`src/rtl/agu_pkg.sv`:
```
package agu_pkg;

    localparam int unsigned DEF_ADDR_W = 32;
    localparam int unsigned OFS_S_W    = 11;
    localparam int unsigned POST_S_W   = 4;
    localparam int unsigned PRED_U_W   = 6;

    typedef enum logic [2:0] {
        AM_BASE_OFS = 3'd0,
        AM_IDX_ABS  = 3'd1,
        AM_ABS_SET  = 3'd2,
        AM_POST_IMM = 3'd3,
        AM_POST_MOD = 3'd4,
        AM_REG_REG  = 3'd5,
        AM_PRED_OFS = 3'd6,
        AM_RSVD     = 3'd7
    } amode_e;

    typedef enum logic {
        ST_IDLE   = 1'b0,
        ST_RESULT = 1'b1
    } agu_state_e;

endpackage

```
`src/rtl/agu_offset.sv`:
```
module agu_offset
    import agu_pkg::*;
#(
    parameter int unsigned AW = DEF_ADDR_W
) (
    input  amode_e               mode,
    input  logic [1:0]           size,
    input  logic [1:0]           shamt,
    input  logic [OFS_S_W-1:0]   imm_lo,
    input  logic [AW-1:0]        index,
    input  logic [AW-1:0]        modifier,
    output logic [AW-1:0]        addend
);

    localparam int unsigned PAD_S11 = AW - OFS_S_W;
    localparam int unsigned PAD_S4  = AW - POST_S_W;
    localparam int unsigned PAD_U6  = AW - PRED_U_W;

    logic [AW-1:0] s11_ext;
    logic [AW-1:0] s4_ext;
    logic [AW-1:0] u6_ext;
    logic [AW-1:0] idx_scaled;

    // sign or zero extension of each immediate flavour
    assign s11_ext = {{PAD_S11{imm_lo[OFS_S_W-1]}}, imm_lo};
    assign s4_ext  = {{PAD_S4{imm_lo[POST_S_W-1]}}, imm_lo[POST_S_W-1:0]};
    assign u6_ext  = {{PAD_U6{1'b0}}, imm_lo[PRED_U_W-1:0]};
    assign idx_scaled = index << shamt;

    always_comb begin
        unique case (mode)
            AM_BASE_OFS: addend = s11_ext << size;
            AM_IDX_ABS:  addend = idx_scaled;
            AM_POST_IMM: addend = s4_ext << size;
            AM_POST_MOD: addend = modifier;
            AM_REG_REG:  addend = idx_scaled;
            AM_PRED_OFS: addend = u6_ext << size;
            default:     addend = '0;
        endcase
    end

endmodule

```
`src/rtl/agu_addr.sv`:
```
module agu_addr
    import agu_pkg::*;
#(
    parameter int unsigned AW = DEF_ADDR_W
) (
    input  amode_e         mode,
    input  logic [AW-1:0]  base,
    input  logic [AW-1:0]  imm,
    input  logic [AW-1:0]  addend,
    output logic [AW-1:0]  ea,
    output logic           wb_req,
    output logic [AW-1:0]  wb_val
);

    logic [AW-1:0] base_sum;
    logic [AW-1:0] abs_sum;

    // all sums wrap at AW bits
    assign base_sum = base + addend;
    assign abs_sum  = addend + imm;

    always_comb begin
        ea     = '0;
        wb_req = 1'b0;
        wb_val = '0;
        unique case (mode)
            AM_BASE_OFS: ea = base_sum;
            AM_IDX_ABS:  ea = abs_sum;
            AM_ABS_SET: begin
                ea     = imm;
                wb_req = 1'b1;
                wb_val = imm;
            end
            AM_POST_IMM, AM_POST_MOD: begin
                ea     = base;
                wb_req = 1'b1;
                wb_val = base_sum;
            end
            AM_REG_REG:  ea = base_sum;
            AM_PRED_OFS: ea = base_sum;
            default: begin
                ea     = '0;
                wb_req = 1'b0;
                wb_val = '0;
            end
        endcase
    end

endmodule

```
`src/rtl/agu_pred.sv`:
```
module agu_pred (
    input  logic pred_en,
    input  logic pred_neg,
    input  logic pred_lsb,
    output logic cancel
);

    logic test_ok;

    // the inverted sense passes when the bit is clear
    assign test_ok = pred_lsb ^ pred_neg;
    assign cancel  = pred_en & ~test_ok;

endmodule

```
`src/rtl/agu_core.sv`:
```
module agu_core
    import agu_pkg::*;
#(
    parameter int unsigned AW = DEF_ADDR_W
) (
    input  logic           clk,
    input  logic           rst_n,
    input  logic           op_valid,
    input  logic [2:0]     mode,
    input  logic [1:0]     size,
    input  logic [1:0]     shamt,
    input  logic [AW-1:0]  base,
    input  logic [AW-1:0]  index,
    input  logic [AW-1:0]  modifier,
    input  logic [AW-1:0]  imm,
    input  logic           pred_en,
    input  logic           pred_neg,
    input  logic           pred_lsb,
    output logic           res_valid,
    output logic [AW-1:0]  ea,
    output logic           wb_en,
    output logic [AW-1:0]  wb_val,
    output logic           cancel
);

    amode_e        mode_e;
    logic [AW-1:0] addend_c;
    logic [AW-1:0] ea_c;
    logic          wb_req_c;
    logic [AW-1:0] wb_val_c;
    logic          cancel_c;

    agu_state_e    state_q;
    agu_state_e    state_d;

    logic [AW-1:0] ea_q;
    logic          wb_en_q;
    logic [AW-1:0] wb_val_q;
    logic          cancel_q;

    assign mode_e = amode_e'(mode);

    agu_offset #(.AW(AW)) u_offset (
        .mode     (mode_e),
        .size     (size),
        .shamt    (shamt),
        .imm_lo   (imm[OFS_S_W-1:0]),
        .index    (index),
        .modifier (modifier),
        .addend   (addend_c)
    );

    agu_addr #(.AW(AW)) u_addr (
        .mode   (mode_e),
        .base   (base),
        .imm    (imm),
        .addend (addend_c),
        .ea     (ea_c),
        .wb_req (wb_req_c),
        .wb_val (wb_val_c)
    );

    agu_pred u_pred (
        .pred_en  (pred_en),
        .pred_neg (pred_neg),
        .pred_lsb (pred_lsb),
        .cancel   (cancel_c)
    );

    // next-state selection
    always_comb begin
        state_d = state_q;
        unique case (state_q)
            ST_IDLE:   state_d = op_valid ? ST_RESULT : ST_IDLE;
            ST_RESULT: state_d = op_valid ? ST_RESULT : ST_IDLE;
            default:   state_d = ST_IDLE;
        endcase
    end

    // state register
    always_ff @(posedge clk) begin
        if (!rst_n) begin
            state_q <= ST_IDLE;
        end else begin
            state_q <= state_d;
        end
    end

    // result registers
    always_ff @(posedge clk) begin
        if (!rst_n) begin
            ea_q     <= '0;
            wb_en_q  <= 1'b0;
            wb_val_q <= '0;
            cancel_q <= 1'b0;
        end else if (op_valid) begin
            ea_q     <= ea_c;
            wb_en_q  <= wb_req_c & ~cancel_c;
            wb_val_q <= wb_val_c;
            cancel_q <= cancel_c;
        end else begin
            wb_en_q  <= 1'b0;
            cancel_q <= 1'b0;
        end
    end

    assign res_valid = (state_q == ST_RESULT);
    assign ea        = ea_q;
    assign wb_en     = wb_en_q;
    assign wb_val    = wb_val_q;
    assign cancel    = cancel_q;

endmodule

```
`config.mk`:
```
export PLATFORM = sky130hd
export DESIGN_NAME = agu_core
export DESIGN_NICKNAME = d
export VERILOG_FILES = /design/src/rtl/agu_pkg.sv /design/src/rtl/agu_offset.sv /design/src/rtl/agu_addr.sv /design/src/rtl/agu_pred.sv /design/src/rtl/agu_core.sv
export SDC_FILE = /design/constraint.sdc
export NUM_CORES = 1
export LEC_CHECK = 0
export ABC_AREA = 1
export BUFFER_PORTS_ARGS = -buffer_cell sky130_fd_sc_hd__buf_2
export CORE_UTILIZATION = 50
export DETAILED_ROUTE_END_ITERATION = 10
export PLACE_DENSITY_LB_ADDON = 0.08
export REMOVE_ABC_BUFFERS = 1
export SYNTH_ARGS = -nofsm -noshare
export SYNTH_HDL_FRONTEND = slang
export SYNTH_SLANG_ARGS = --single-unit
```
`constraint.sdc`:
```
create_clock -name clk -period 3.49 [get_ports clk]
set_clock_uncertainty 0.1 [all_clocks]
set_input_delay 0.349 -clock clk [delete_from_list [all_inputs] [get_ports clk]]
set_output_delay 0.349 -clock clk [all_outputs]
set_load 0.1 [all_outputs]
```
---- Word-level counts from Yosys, hierarchy flattened ----
Index checks and enable logic that the tools add are counted.
W data, S select, Z words.
operators by class
  order comparisons ....................... 0
  multiply operators ...................... 0
  div/mod/pow operators ................... 0
  muxes and demuxes ....................... 5
  bitwise gates (word level) .............. 5
  add/subtract/negate cells ............... 2
  reduce and logical (&&, ||, !) cells .... 6
  eq/ne operators ......................... 6
  shifts and indexed selects .............. 4
operator list
  kind                  count
  $pmux W32 S5          1
  $pmux W32 S4          1
  $shl A32 B2 Y32       3
  $add A32 B32 Y32      2
  $pmux W32 S2          1
  $shl A6 B2 Y32        1
  $eq A3 B3 Y1 const B  3
  $eq A3 B2 Y1 const B  2
  $reduce_or A3 Y1      2
  $reduce_or A2 Y1      2
  $eq A3 B1 Y1 const B  1
  $logic_not A3 Y1      1
  $and A1 B1 Y1         2
  $mux W1               2
  $not A1 Y1            2
  $reduce_and A2 Y1     1
  $xor A1 B1 Y1         1
word-level totals
  output and inout bits ................... 67
  bits in writable memories ............... 0
  memories kept ........................... 0
  flip-flop bits (word level) ............. 67
  memory bits (read-only) ................. 0
  input bits .............................. 141
  latch bits .............................. 0
  logic and storage cells ................. 33

---- Depth between registers and ports, before layout ----
  word-level depth ........................ 5
  depth in mapped cells ................... 24
  depth with buffers taken out ............ 24

---- Cells and area by module ----
Synthesis repeated with hierarchy kept, for this count alone.
unflattened totals
  cell total of the unflattened synthesis .. 1921
  area total of the unflattened synthesis .. 10022.1 µm²
by module, submodules not included
  module      area each (µm²)  instances  cells each
  agu_addr    5911.9           1          1204
  agu_core    2701.3           1          414
  agu_offset  1390.1           1          298
  agu_pred    18.8             1          5

---- Worst setup path before layout ----
Ideal clock, no wire load.
  kind .................................... input to register
  start point ............................. input port shamt[0]
  end point ............................... register ea_q[28] (netlist: ea[28])
  arrival ................................. 3.262 ns
  setup time .............................. 0.132 ns
  cell stages on the path ................. 18
  slack ................................... -0.005 ns
  path through ............................ buf_2 > buf_1 > clkbuf_1 > mux2i_1 > o22ai_1 > a21oi_1 > nand2_1 > ha_1 > a21oi_1 > o21a_1 > a21boi_0 > nor2_1 > a311oi_1 > nand3_1 > nand3_1 > nand3_1 > nand2_1 > a21oi_1
on the way
  cells in the longest elaborated chain, start to end .. 4
  elaborated cells on any way between the ends .. 5
ends and longest elaborated chain
  what                                 line                            RTL
  start, declared                      agu_core.sv:11                  input logic [1:0] shamt,
  $shl A32 B2 Y32 *                    agu_offset.sv:28                assign idx_scaled = index << shamt;
  $pmux W32 S5 *                       agu_offset.sv:31                unique case (mode)
  $add A32 B32 Y32 (on tied branches)  agu_addr.sv:19, agu_addr.sv:20
  $pmux W32 S4 *                       agu_addr.sv:26                  unique case (mode)
  end signal, assigned                 agu_core.sv:92                  ea_q <= '0;
  end signal, assigned                 agu_core.sv:97                  ea_q <= ea_c;
  end, declared                        agu_core.sv:36                  logic [AW-1:0] ea_q;
Mark *: on every way between the ends. The rest lies on a longest branch, timed or not.
A chain may end at the register's enable or synchronous reset.

---- Worst setup path after layout ----
  start point ............................. input port mode[2]
  end point ............................... register ea_q[17] (netlist: ea[17])
on the way
  cells in the longest elaborated chain, start to end .. 5
  elaborated cells on any way between the ends .. 14
ends and longest elaborated chain
  what                                                 line                              RTL
  start, declared                                      agu_core.sv:9                     input logic [2:0] mode,
  $eq A3 B1 Y1 / $eq A3 B3 Y1 (equally long branches)  agu_offset.sv:31, agu_addr.sv:26
  $reduce_or A2 Y1 (no source line)                    -
  $pmux W32 S5                                         agu_offset.sv:31
  $add A32 B32 Y32 (on tied branches)                  agu_addr.sv:19, agu_addr.sv:20
  $pmux W32 S4 *                                       agu_addr.sv:26
Marked as above.

==> summary.md <==
| Metric | Value |
|---|---|
| CP max FO | 5 |
| RSZ-0062 raised after global routing | true |
| Reg clk slew, reported paths | 70 ps |
| Core area | ~17,000 sq um |
| Final worst-path setup slack | 69.9 ps |
| Initial DRT Pass Iterations | 6 |
| Synth top area share | 20.2% |
| Setup crit start kind | input pin |
| Mapped Cells | 1,459 |
| Min Tclk post-route | 3420 ps |
| Total track usage | 41.9% |
| Global-route wire length before repair | ~58,000 um |
| Pin count of the biggest net entering global routing | 64 |
| I/O Buffers | roughly 210 |
| Placed cell count | about 2.1k |
| DR DRC count | 0 |
| Avg Inst Size Synth | between 5 and 6 sq um |
| GP Congestion | 1.04 |
| Worst-margin pin slew | 1020 ps |
| Root Buffer | clkbuf_16 |
| Post-synth top area cell | nand2_1 |
| Synth top cells by count | nand2_1 (454), a21oi_1 (174), nand3_1 (121) |
| Slack of the worst reg-to-reg path | 2660 ps |
| Fin util | 74.5% |
| Antenna Nets Post-Route | 0 |
| Crit. End Element | flop |
| CTS tree | done |
| Post-synthesis sequential area ratio | 15.9% |
| Post-Syn Area | 8440 sq um |
| Maximum clock frequency | 292 MHz |
| Diode count | 0 |
| LEAKAGE | 6.25 nW |
| Layout Nets | between 2k and 2.5k |
| Final Max Slew Viols | 0 |
| CTS buffer count | 9 |
| Simple-gate area share of the yosys netlist | around 41% |
| Cell Count, Final, Fillers Out | around 2.1k |
| Setup WS pre-CTS | -473 ps |
| Via density | 5.80 |
| Post-synthesis mux area share | 1.19% |
| Tcrit/Tclk final | between 90% and 100% |
| DRT iter0 DRCs | 1,285 |
| Kind of critical path | input pin to flop |
| Top-count cell post-synth | nand2_1 |
| Final Hold Viols | 0 |
| Largest family of logic cells by synthesized area | simple AND/OR/NAND/NOR gates |
| Num rows | 47 |
| Synth Area in Compound Gates | 24.1% |
| Final setup fails | 0 |
| Total power | between 4 and 5 mW |
| Worst EP required | 3620 ps |
| Synth Register Bits | 67 |
| Status | complete, no violations |
| WL/cell | ~18 um |
| Grt ovf | 0 |
| CTS sink count | 67 |
| Pwr/cell area | between 400 and 500 nW/um^2 |
| Prevailing post-synth register cell | dfxtp_1 |
| Hold Crit Class | input pin to flop |
| Synth cell types | 56 |
| Ys async rst share | 0% |
| Die Width | roughly 130 um |
| Num ports | between 200 and 250 |
| Initial antenna violation count | 1 |
| Adder-cell share of the synthesized area | 9.07% |
| Clock latency on the worst-skew pair | 360 ps |
| Vias in the first global route | 11.1k |
| Critical path arrival | about 3600 ps |
| Max-Cap Viols | 0 |
| Synth Warn # | 0 |
| Vias | 12.3k |
| Synth-to-layout area growth | 45.8% |
| VDD IR max | 0.281 mV |
| Post-synthesis xor/xnor area fraction | 1.24% |
| Starting density of the core | 51.1% |
| Die H | 132 um |
| Die Area | 17,400 sq um |
| Clock Path Buffers | 2 |
| H-tree depth | 3 |
| Hpwl dp | between 30,000 and 40,000 um |
| Layout cells sized above 1 | 32.9% |
| Post-synth EDFFs | 0 |
| Slew headroom | 32.2% |
| Synth area leaders | nand2_1 (20%), dfxtp_1 (16%), a21oi_1 (10%) |
| Final wirelength | 38,300 um |
[placed cells by master, fill, tap and decap left out, drive strengths merged, types with 9 or more instances in the layout]
cell,synthesis,routed
a211oi,10,10
o2111ai,14,14
a21oi,174,174
nand3,130,130
a22oi,17,17
xor2,9,9
nand2,477,477
buf,13,477
inv,113,114
nand4,18,18
mux2i,10,10
nand3b,18,18
clkbuf,38,10
nor3,20,20
o22ai,11,11
dfxtp,67,67
o21ai,98,98
ha,58,58
nor2,109,109
[sequential cells by signal, summed over array words and instances, names as in the netlist]
signal     flops
cancel         1
ea            32
res_valid      1
wb_en          1
wb_val        32
[repair_timing]
action,4_1_cts,5_1_grt
setup endpoints to repair,1,46
buffers inserted,0,12
hold endpoints to repair,0,0
pin swaps,0,24
resized for setup,2,95
hold buffers,0,0
[power by group]
part           switching (mW)  total [mW]  internal (mW)
Combinational            1.89        3.06           1.17
Sequential             0.0297       0.854          0.824
Clock                   0.430        1.06          0.625
Total                    2.35        4.97           2.62
[routing by layer]
| metal | GRT usage [%] | up-vias | wire [um] |
|---|---|---|---|
| li1 | - | 5875 | - |
| met1 | 55.1 | 5575 | 15600 |
| met2 | 67.5 | 732 | 17300 |
| met3 | 5.92 | 119 | 3880 |
| met4 | 19.8 | 2 | 1600 |
| met5 | 0 | - | 27 |
[logic make-up (layout without fill, tap and decap cells)]
kind of cell | Yosys count | in the layout
simple gates | 786 | 786
compound gates | 359 | 359
buf+inv | 165 | 607
xor+xnor | 12 | 12
flops | 67 | 67
fa+ha+maj | 60 | 60
mux | 10 | 10
[final cells by class]
type / instances / area, sq um
well taps: 220 / 275
clock inverters: 6 / 90.1
flip-flops and latches: 67 / 1340
multi-input cells: 1227 / 6830
inverters: 114 / 433
clock buffers: 9 / 225
repair buffers: 478 / 3110
fillers: 1425 / 4220
[through the flow]
stage | cell area [sq um] | hold slack, ps | TNS (ps)
after floorplan | 8240 | 374 | -4740
after global placement | 11500 | 348 | -5110
after detailed placement | 11500 | 352 | -7590
after CTS | 11900 | 151 | 0
after global routing | 12300 | 179 | -446
final | 12300 | 144 | 0
[final timing paths]
path	start	to	cells after the start
max	mode[2]	ea[17]	22
min	pred_en	cancel	3
max reg2reg	wb_val[25]	wb_val[25]	2
min reg2reg	wb_val[1]	wb_val[1]	2
[worst max-delay path: stages]
cell      delay, ps
buf_2           130
inv_2            70
nand4_1         240
nand2_2         180
o21ai_1          80
inv_1           110
nand2_2         100
buf_4           170
o211ai_1        240
ha_2            390
a21oi_1         210
o21ai_1         160
buf_4           180
nor2_2          130
buf_4           140
buf_4            90
nand2_1          60
or2_1           230
nand3_1          70
nand3_1          70
nand2_1          70
a21oi_1          80
No activity file was read; power rests on OpenSTA's default activity.
